[config.mk]
export PLATFORM = sky130hd
export DESIGN_NAME = rx_halfword_packer
export DESIGN_NICKNAME = d
export VERILOG_FILES = /design/src/rtl/rxpack_pkg.sv /design/src/rtl/rxpack_ctrl.sv /design/src/rtl/rxpack_dp.sv /design/src/rtl/rx_halfword_packer.sv
export SDC_FILE = /design/constraint.sdc
export NUM_CORES = 1
export LEC_CHECK = 0
export ABC_AREA = 0
export CAP_MARGIN = 20
export CORE_MARGIN = 2
export CORE_UTILIZATION = 41
export DETAILED_ROUTE_END_ITERATION = 16
export PLACE_DENSITY = 0.71
export SLEW_MARGIN = 20
export SYNTH_ARGS = -nofsm -noshare
export SYNTH_HDL_FRONTEND = slang
export SYNTH_SLANG_ARGS = --single-unit
[constraint.sdc]
create_clock -name clkByte -period 1 [get_ports clkByte]
set_input_delay 0.2 -clock clkByte [delete_from_list [all_inputs] [get_ports clkByte]]
set_output_delay 0.2 -clock clkByte [all_outputs]
set_load 0.01 [all_outputs]
[src/rtl/rxpack_pkg.sv]
package rxpack_pkg;

  typedef struct packed {
    logic tick;       // this byte edge is a client edge
    logic loadLow;    // capture the first byte of a pair
    logic emitPair;   // present a full two-byte word
    logic emitLone;   // present a single trailing low byte
    logic emitGood;   // pulse frame-good
    logic emitBad;    // pulse frame-bad
  } packCtl_t;

endpackage

[src/rtl/rxpack_ctrl.sv]
module rxpack_ctrl
  import rxpack_pkg::*;
(
  input  logic     clk,
  input  logic     rst,
  input  logic     rxValid,
  input  logic     rxGood,
  input  logic     rxBad,
  output packCtl_t ctl
);

  logic phase;      // 1 on byte cycles whose closing edge is a client edge
  logic haveLow;    // a first byte of a pair is held
  logic wasValid;   // a word was presented in the current client cycle
  logic endSeen;    // current client cycle is the first idle one after a frame
  logic pendGood;
  logic pendBad;

  logic wordNow;
  logic badAny;
  logic goodAny;

  always_comb begin
    wordNow      = phase && haveLow;
    badAny       = pendBad || rxBad;
    goodAny      = pendGood || rxGood;
    ctl.tick     = phase;
    ctl.loadLow  = !phase && rxValid;
    ctl.emitPair = wordNow && rxValid;
    ctl.emitLone = wordNow && !rxValid;
    ctl.emitBad  = phase && endSeen && badAny;
    ctl.emitGood = phase && endSeen && !badAny && goodAny;
  end

  always_ff @(posedge clk) begin
    if (rst) begin
      phase    <= 1'b0;
      haveLow  <= 1'b0;
      wasValid <= 1'b0;
      endSeen  <= 1'b0;
      pendGood <= 1'b0;
      pendBad  <= 1'b0;
    end else begin
      phase <= !phase;
      if (ctl.loadLow)
        haveLow <= 1'b1;
      else if (phase)
        haveLow <= 1'b0;
      if (phase && endSeen) begin
        pendGood <= 1'b0;
        pendBad  <= 1'b0;
      end else begin
        pendGood <= pendGood || rxGood;
        pendBad  <= pendBad || rxBad;
      end
      if (phase) begin
        wasValid <= wordNow;
        endSeen  <= wasValid && !wordNow;
      end
    end
  end

  // a status pulse is only issued in a client cycle whose predecessor was idle
  assert_status_after_idle_R5: assert property (@(posedge clk) disable iff (rst)
    (ctl.emitGood || ctl.emitBad) |-> !wasValid);

  // client edges alternate with non-client edges
  assert_phase_alternates_R7: assert property (@(posedge clk) disable iff (rst)
    ctl.tick |=> !ctl.tick);

endmodule

[src/rtl/rxpack_dp.sv]
module rxpack_dp
  import rxpack_pkg::*;
#(
  parameter int BYTE_W = 8,
  localparam int WORD_W = 2 * BYTE_W
) (
  input  logic              clk,
  input  logic              rst,
  input  logic [BYTE_W-1:0] rxData,
  input  packCtl_t          ctl,
  output logic [WORD_W-1:0] outData,
  output logic              outValid,
  output logic              outHi,
  output logic              outGood,
  output logic              outBad
);

  logic [BYTE_W-1:0] lowHold;
  logic [WORD_W-1:0] nextWord;

  always_comb begin
    if (ctl.emitPair)
      nextWord = {rxData, lowHold};
    else if (ctl.emitLone)
      nextWord = {{BYTE_W{1'b0}}, lowHold};
    else
      nextWord = '0;
  end

  always_ff @(posedge clk) begin
    if (rst)
      lowHold <= '0;
    else if (ctl.loadLow)
      lowHold <= rxData;
  end

  always_ff @(posedge clk) begin
    if (rst) begin
      outData  <= '0;
      outValid <= 1'b0;
      outHi    <= 1'b0;
      outGood  <= 1'b0;
      outBad   <= 1'b0;
    end else if (ctl.tick) begin
      outData  <= nextWord;
      outValid <= ctl.emitPair || ctl.emitLone;
      outHi    <= ctl.emitPair;
      outGood  <= ctl.emitGood;
      outBad   <= ctl.emitBad;
    end
  end

  assert_hi_needs_word_R9: assert property (@(posedge clk) disable iff (rst)
    outHi |-> outValid);

  assert_status_exclusive_R6: assert property (@(posedge clk) disable iff (rst)
    !(outGood && outBad));

  assert_lone_upper_zero_R4: assert property (@(posedge clk) disable iff (rst)
    (outValid && !outHi) |-> (outData[WORD_W-1:BYTE_W] == '0));

  assert_hold_off_edge_R7: assert property (@(posedge clk) disable iff (rst)
    !ctl.tick |=> $stable({outData, outValid, outHi, outGood, outBad}));

endmodule

[src/rtl/rx_halfword_packer.sv]
module rx_halfword_packer
  import rxpack_pkg::*;
#(
  parameter int BYTE_W = 8,
  localparam int WORD_W = 2 * BYTE_W
) (
  input  logic              clkByte,
  input  logic              rst,
  input  logic [BYTE_W-1:0] rxData,
  input  logic              rxValid,
  input  logic              rxGood,
  input  logic              rxBad,
  output logic [WORD_W-1:0] cliData,
  output logic              cliValid,
  output logic              cliValidHi,
  output logic              cliGood,
  output logic              cliBad
);

  packCtl_t ctl;

  rxpack_ctrl u_ctrl (
    .clk     (clkByte),
    .rst     (rst),
    .rxValid (rxValid),
    .rxGood  (rxGood),
    .rxBad   (rxBad),
    .ctl     (ctl)
  );

  rxpack_dp #(.BYTE_W(BYTE_W)) u_dp (
    .clk      (clkByte),
    .rst      (rst),
    .rxData   (rxData),
    .ctl      (ctl),
    .outData  (cliData),
    .outValid (cliValid),
    .outHi    (cliValidHi),
    .outGood  (cliGood),
    .outBad   (cliBad)
  );

endmodule

# --- Word level (Yosys, flattened, before mapping) ---
# Index checks and enable logic that the tools add are counted.
op_classes:
  muxes: 4
  n_reduce_logical: 18
ops:
  columns: ["cell", "n"]
  rows:
  - ["2-to-1 mux 16 bit", 1]
  - ["logical AND 1 bit", 9]
  - ["2-to-1 mux 8 bit", 1]
  - ["zero test 1 bit", 4]
  - ["logical OR 1 bit", 3]
  - ["2-to-1 mux 1 bit", 2]
  - ["nonzero test 2 bit", 1]
  - ["OR reduction 2 bit", 1]
word_totals:
  regBits: 34
  input_bits: 13
  output_inout_bits: 20
  wordCells: 34

# --- Logic depth before layout (Yosys ltp) ---
# Gate-level depths: netlist (run 1).
depth:
  depth_word: 4
  depth_mapped: 5
  mapped_depth_nobuf: 3

# --- Cells and area by module ---
# Synthesis (run 1) repeated with hierarchy kept, for this count alone.
unflattened:
  hier_cells: 137
  area_unflattened_um2: 1356.3
modules_own_cells:
  columns: ["mod", "instances", "cells_each", "area_per_inst_um2"]
  rows:
  - ["rxpack_dp", 1, 112, 1118.6]
  - ["rxpack_ctrl", 1, 25, 237.7]

# --- Worst setup path after synthesis (run 1) ---
# Ideal clock, no wire load.
synth_path:
  kind: "flip-flop to flip-flop"
  from: "register u_ctrl.phase"
  to: "register u_dp.outData[8]"
  setup_ns: 0.117
  arrival_time_ns: 0.890
  t_required_ns: 0.883
  slack_ns: -0.007
  stages_incl_launch_ff: 5
  path_buffers: 2
  synth_period_minus_slack_ns: 1.007
  path_cell_list: "dfxtp_1 -> buf_6 -> and4b_1 -> buf_6 -> a22o_1"
synth_between:
  elab_chain_len: 3
synth_lines:
  columns: ["item", "line_no", "rtl"]
  rows:
  - ["from (decl)", "rxpack_ctrl.sv:12", "logic phase;"]
  - ["from (signal assigned)", "rxpack_ctrl.sv:44", "phase <= !phase;"]
  - ["logical AND 1 bit", "rxpack_ctrl.sv:24", "wordNow = phase && haveLow;"]
  - ["logical AND 1 bit", "rxpack_ctrl.sv:29", "ctl.emitPair = wordNow && rxValid;"]
  - ["2-to-1 mux 16 bit", "rxpack_dp.sv:22", "if (ctl.emitPair)"]
  - ["to (signal assigned)", "rxpack_dp.sv:45", "outData <= nextWord;"]
  - ["to (decl)", "rxpack_dp.sv:11", "output logic [WORD_W-1:0] outData,"]
# Parallel ways exist; a longest one is shown, timed or not.
# A chain may end at the register's enable or synchronous reset.

# --- Final worst setup path (run 1) ---
layout_path:
  from: "register u_dp.outData[14]"
  to: "output port cliData[14]"
layout_rtl:
  columns: ["item", "line_no", "rtl"]
  rows:
  - ["to (decl)", "rx_halfword_packer.sv:13", "output logic [WORD_W-1:0] cliData,"]
# No word-level cell between the ends.

==> impl_metrics.yaml, run 1 <==
global_routing:
  grt_pass1_wl_um: 3870
  antenna_found_initial: 0
  grt_max_degree: 15
  track_usage_pct: 15.91
  grt_pass1_vias: 856
  grt_overflow_total: 0
synth:
  syn_avg_cell_area_um2: 10.57
  ys_seq_area_share_pct: 56.84
  synth.distinct_cells: 20
  synth_nets: 123
  synth_area_um2: 1162
  synthTopCellsByArea: "dfxtp_1, mux2i_1, a22o_1, nand2b_1, a21oi_1"
  yosys.area.top_type: "dfxtp_1"
  synth_cells: 110
  synth-warning-count: 0
  yosys.area.top_type_share_pct: 56.84
  synth-seq-cells: 33
cts:
  path_clk_slew_ns: 0.10
  cts_max_level: 2
  tritoncts: "yes"
  clockBufferDepth: 2
  postCtsHoldBufs: 0
  numCtsBuffers: 5
  clock-sinks: 33
  clock_latency_ns: 0.33
  root_buffer: "clkbuf_4"
detailed_routing:
  drc: 0
  wl_met2_um: 1164
  wl_met3_um: 179
  highest_layer: "met4"
  dr.pass1.iters: 4
  first_iter_violations: 20
  totalWireLength_um: 2461
  met1_length_um: 1078
  num_vias: 933
  drtAntennaViolNets: 0
  wl_per_cell_um: 12.95
  viasPerCell: 4.911
floorplanning:
  start_util_pct: 42.52
  fp.dieArea_um2: 3277
  io_pins: 33
  core_area_um2: 2734
  die_w_um: 57.25
  die-height_um: 57.25
  fp-row-count: 19
final_layout:
  final_util_pct: 63.98
  drive_above_1_share_pct: 42.77
  multi_input_area_um2: 461.7
  diodes: 0
  final_nets: 171
  seqCellArea_um2: 689.4
  syn_to_final_growth_pct: 50.48
  fill_cells: 236
placed_design:
  gp_congestion: 0.7212
  place.detailed.hpwl_um: 1653
  portBuffers: 32
  place_ws_ns: -0.4135
sta:
  maxSlewViolCount: 0
  max_freq_mhz: 1012
  worst_slack_ns: 0.01190
  rsz0062_at_grt: "yes"
  fin_crit_sh_pct: 98.81
  finalClockSkew_ns: 0.01066
  whs_ns: 0.2863
  tightest_slew_ns: 0.2920
  slew_headroom_pct: 80.49
  period_minus_slack_ns: 0.9881
  hold_violations: 0
  setup_violations: 0
critical_path:
  crit_slowest_cell: "dfxtp_2"
  crit_arrival_ns: 0.79
  worstPathCellList: "buf_6"
  r2r-start: "u_ctrl.phase"
  path_buf_inv: 1
  path_class: "reg -> out"
  slowest_delay_ns: 0.35
  start_kind: "register"
  rr_endpoint: "u_dp.lowHold[4]"
  reg2reg_setup_slack_ns: 0.02
  r2r.worst_path.cells: 4
  setup.worst_path.end_class: "primary output"
  crit_family: "flip-flops"
  cp_data_required_time_ns: 0.80
  worst-path-max-fanout: 2
min_path:
  hp-class: "in -> reg"
  hold_depth: 2
  hp-start: "rxValid"
  worst_hold_path.endpoint: "u_ctrl.haveLow"
outcome:
  status: "completed"
power:
  vdd_ir_drop_max_mv: 1.628
  leakage_nw: 0.7360
  power_density_nw_per_um2: 1513
  power_mw: 2.647
flow_run:
  drv_cap: 0
## state kept, by name, indices dropped and copies added (netlist names)
signal / count
u_dp.outHi: 1
u_ctrl.haveLow: 1
u_ctrl.pendBad: 1
u_dp.lowHold: 8
u_ctrl.endSeen: 1
u_dp.outBad: 1
u_dp.outData: 16
u_dp.outGood: 1
u_ctrl.wasValid: 1
u_ctrl.phase: 1
u_ctrl.pendGood: 1
## report_power, final
part	total (mW)	switching, mW	internal (mW)	leakage [nW]
combinational	0.239	0.106	0.133	0.411
sequential	1.38	0.0300	1.35	0.279
clock	1.02	0.426	0.597	0.0455
## logic make-up after synthesis
group	Yosys count	share of synthesized area, %
DFF	33	56.83
and+or+nand+nor	35	15.93
muxes	9	7.751
buffers and inverters	9	5.275
AOI/OAI and AO/OA	24	14.21
## layout make-up
class	instances	area share (%)
sequential	33	39.41
clock inverter	1	1.717
clock buffer	7	3.147
tap	31	2.217
multi-input combinational	69	26.39
timing repair buffer	49	27.11
## cells in the final DEF, fill, tap and decap left out, types with 2 or more instances in the layout
cell and count:
a22o_1 8, clkbuf_4 5, mux2i_1 9, dlygate4sd2_1 2, buf_6 21, a211oi_1 2, nand2b_1 10, dfxtp_2 20
buf_4 16, a21oi_1 10, clkdlybuf4s50_1 10, nand3_1 9, dfxtp_1 12, nor2_1 11
## metal layers
layer,vias to the layer above,track usage [%]
met5,-,0
met2,27,24.96
met1,417,19.03
met4,0,6.977
li1,483,-
met3,6,6.803
## worst max path at each step
| stage | slack [ns] | end | start | depth (start not counted) |
|---|---|---|---|---|
| 3_3_place_gp | -0.39 | u_dp.lowHold[5] | rxValid | 5 |
| 2_1_floorplan | 0.01 | u_dp.lowHold[0] | u_ctrl.phase | 5 |
| 5_1_grt | -0.06 | u_dp.lowHold[4] | u_ctrl.phase | 4 |
| 6_report | 0.01 | cliData[14] | u_dp.outData[14] | 1 |
| 4_1_cts | -0.005 | cliData[8] | u_dp.outData[8] | 1 |
| 3_5_place_dp | -0.41 | u_dp.lowHold[0] | rxValid | 5 |
## stage by stage
stage / setup TNS, ns / instance area (µm²) / std cells
6_report: 0 / 1749 / 190
5_1_grt: -0.7433 / 1749 / 190
4_1_cts: -0.01480 / 1650 / 186
3_5_place_dp: -9.928 / 1558 / 177
3_3_place_gp: -9.255 / 1558 / 177
2_1_floorplan: 0 / 1162 / 110
## synth_stat cells
cell type / number
nand3b_1: 1
nand2_1: 1
nor2b_2: 1
o211ai_1: 1
nor2_1: 11
buf_2: 4
a22o_1: 8
nand3_1: 9
nor2_2: 1
o31ai_1: 1
clkbuf_1: 2
buf_6: 3
a21oi_1: 10
mux2i_1: 9
dfxtp_1: 33
a211oi_1: 2
nand2b_1: 10
o21a_1: 1
a21o_1: 1
and4b_1: 1
## timing repair
action	in CTS	in global routing
pin swaps	0	2
setup buffers	0	4
gates resized for setup	117	11
setup endpoints to repair	39	30
gates cloned	1	0
Note: power is estimated with default switching activity, not from simulation.
==> run 2: changes to the inputs <==
- CAP_MARGIN: 20 -> default
==> results of run 2 <==
Final layout, timing and power as in run 1 (identical DEF).
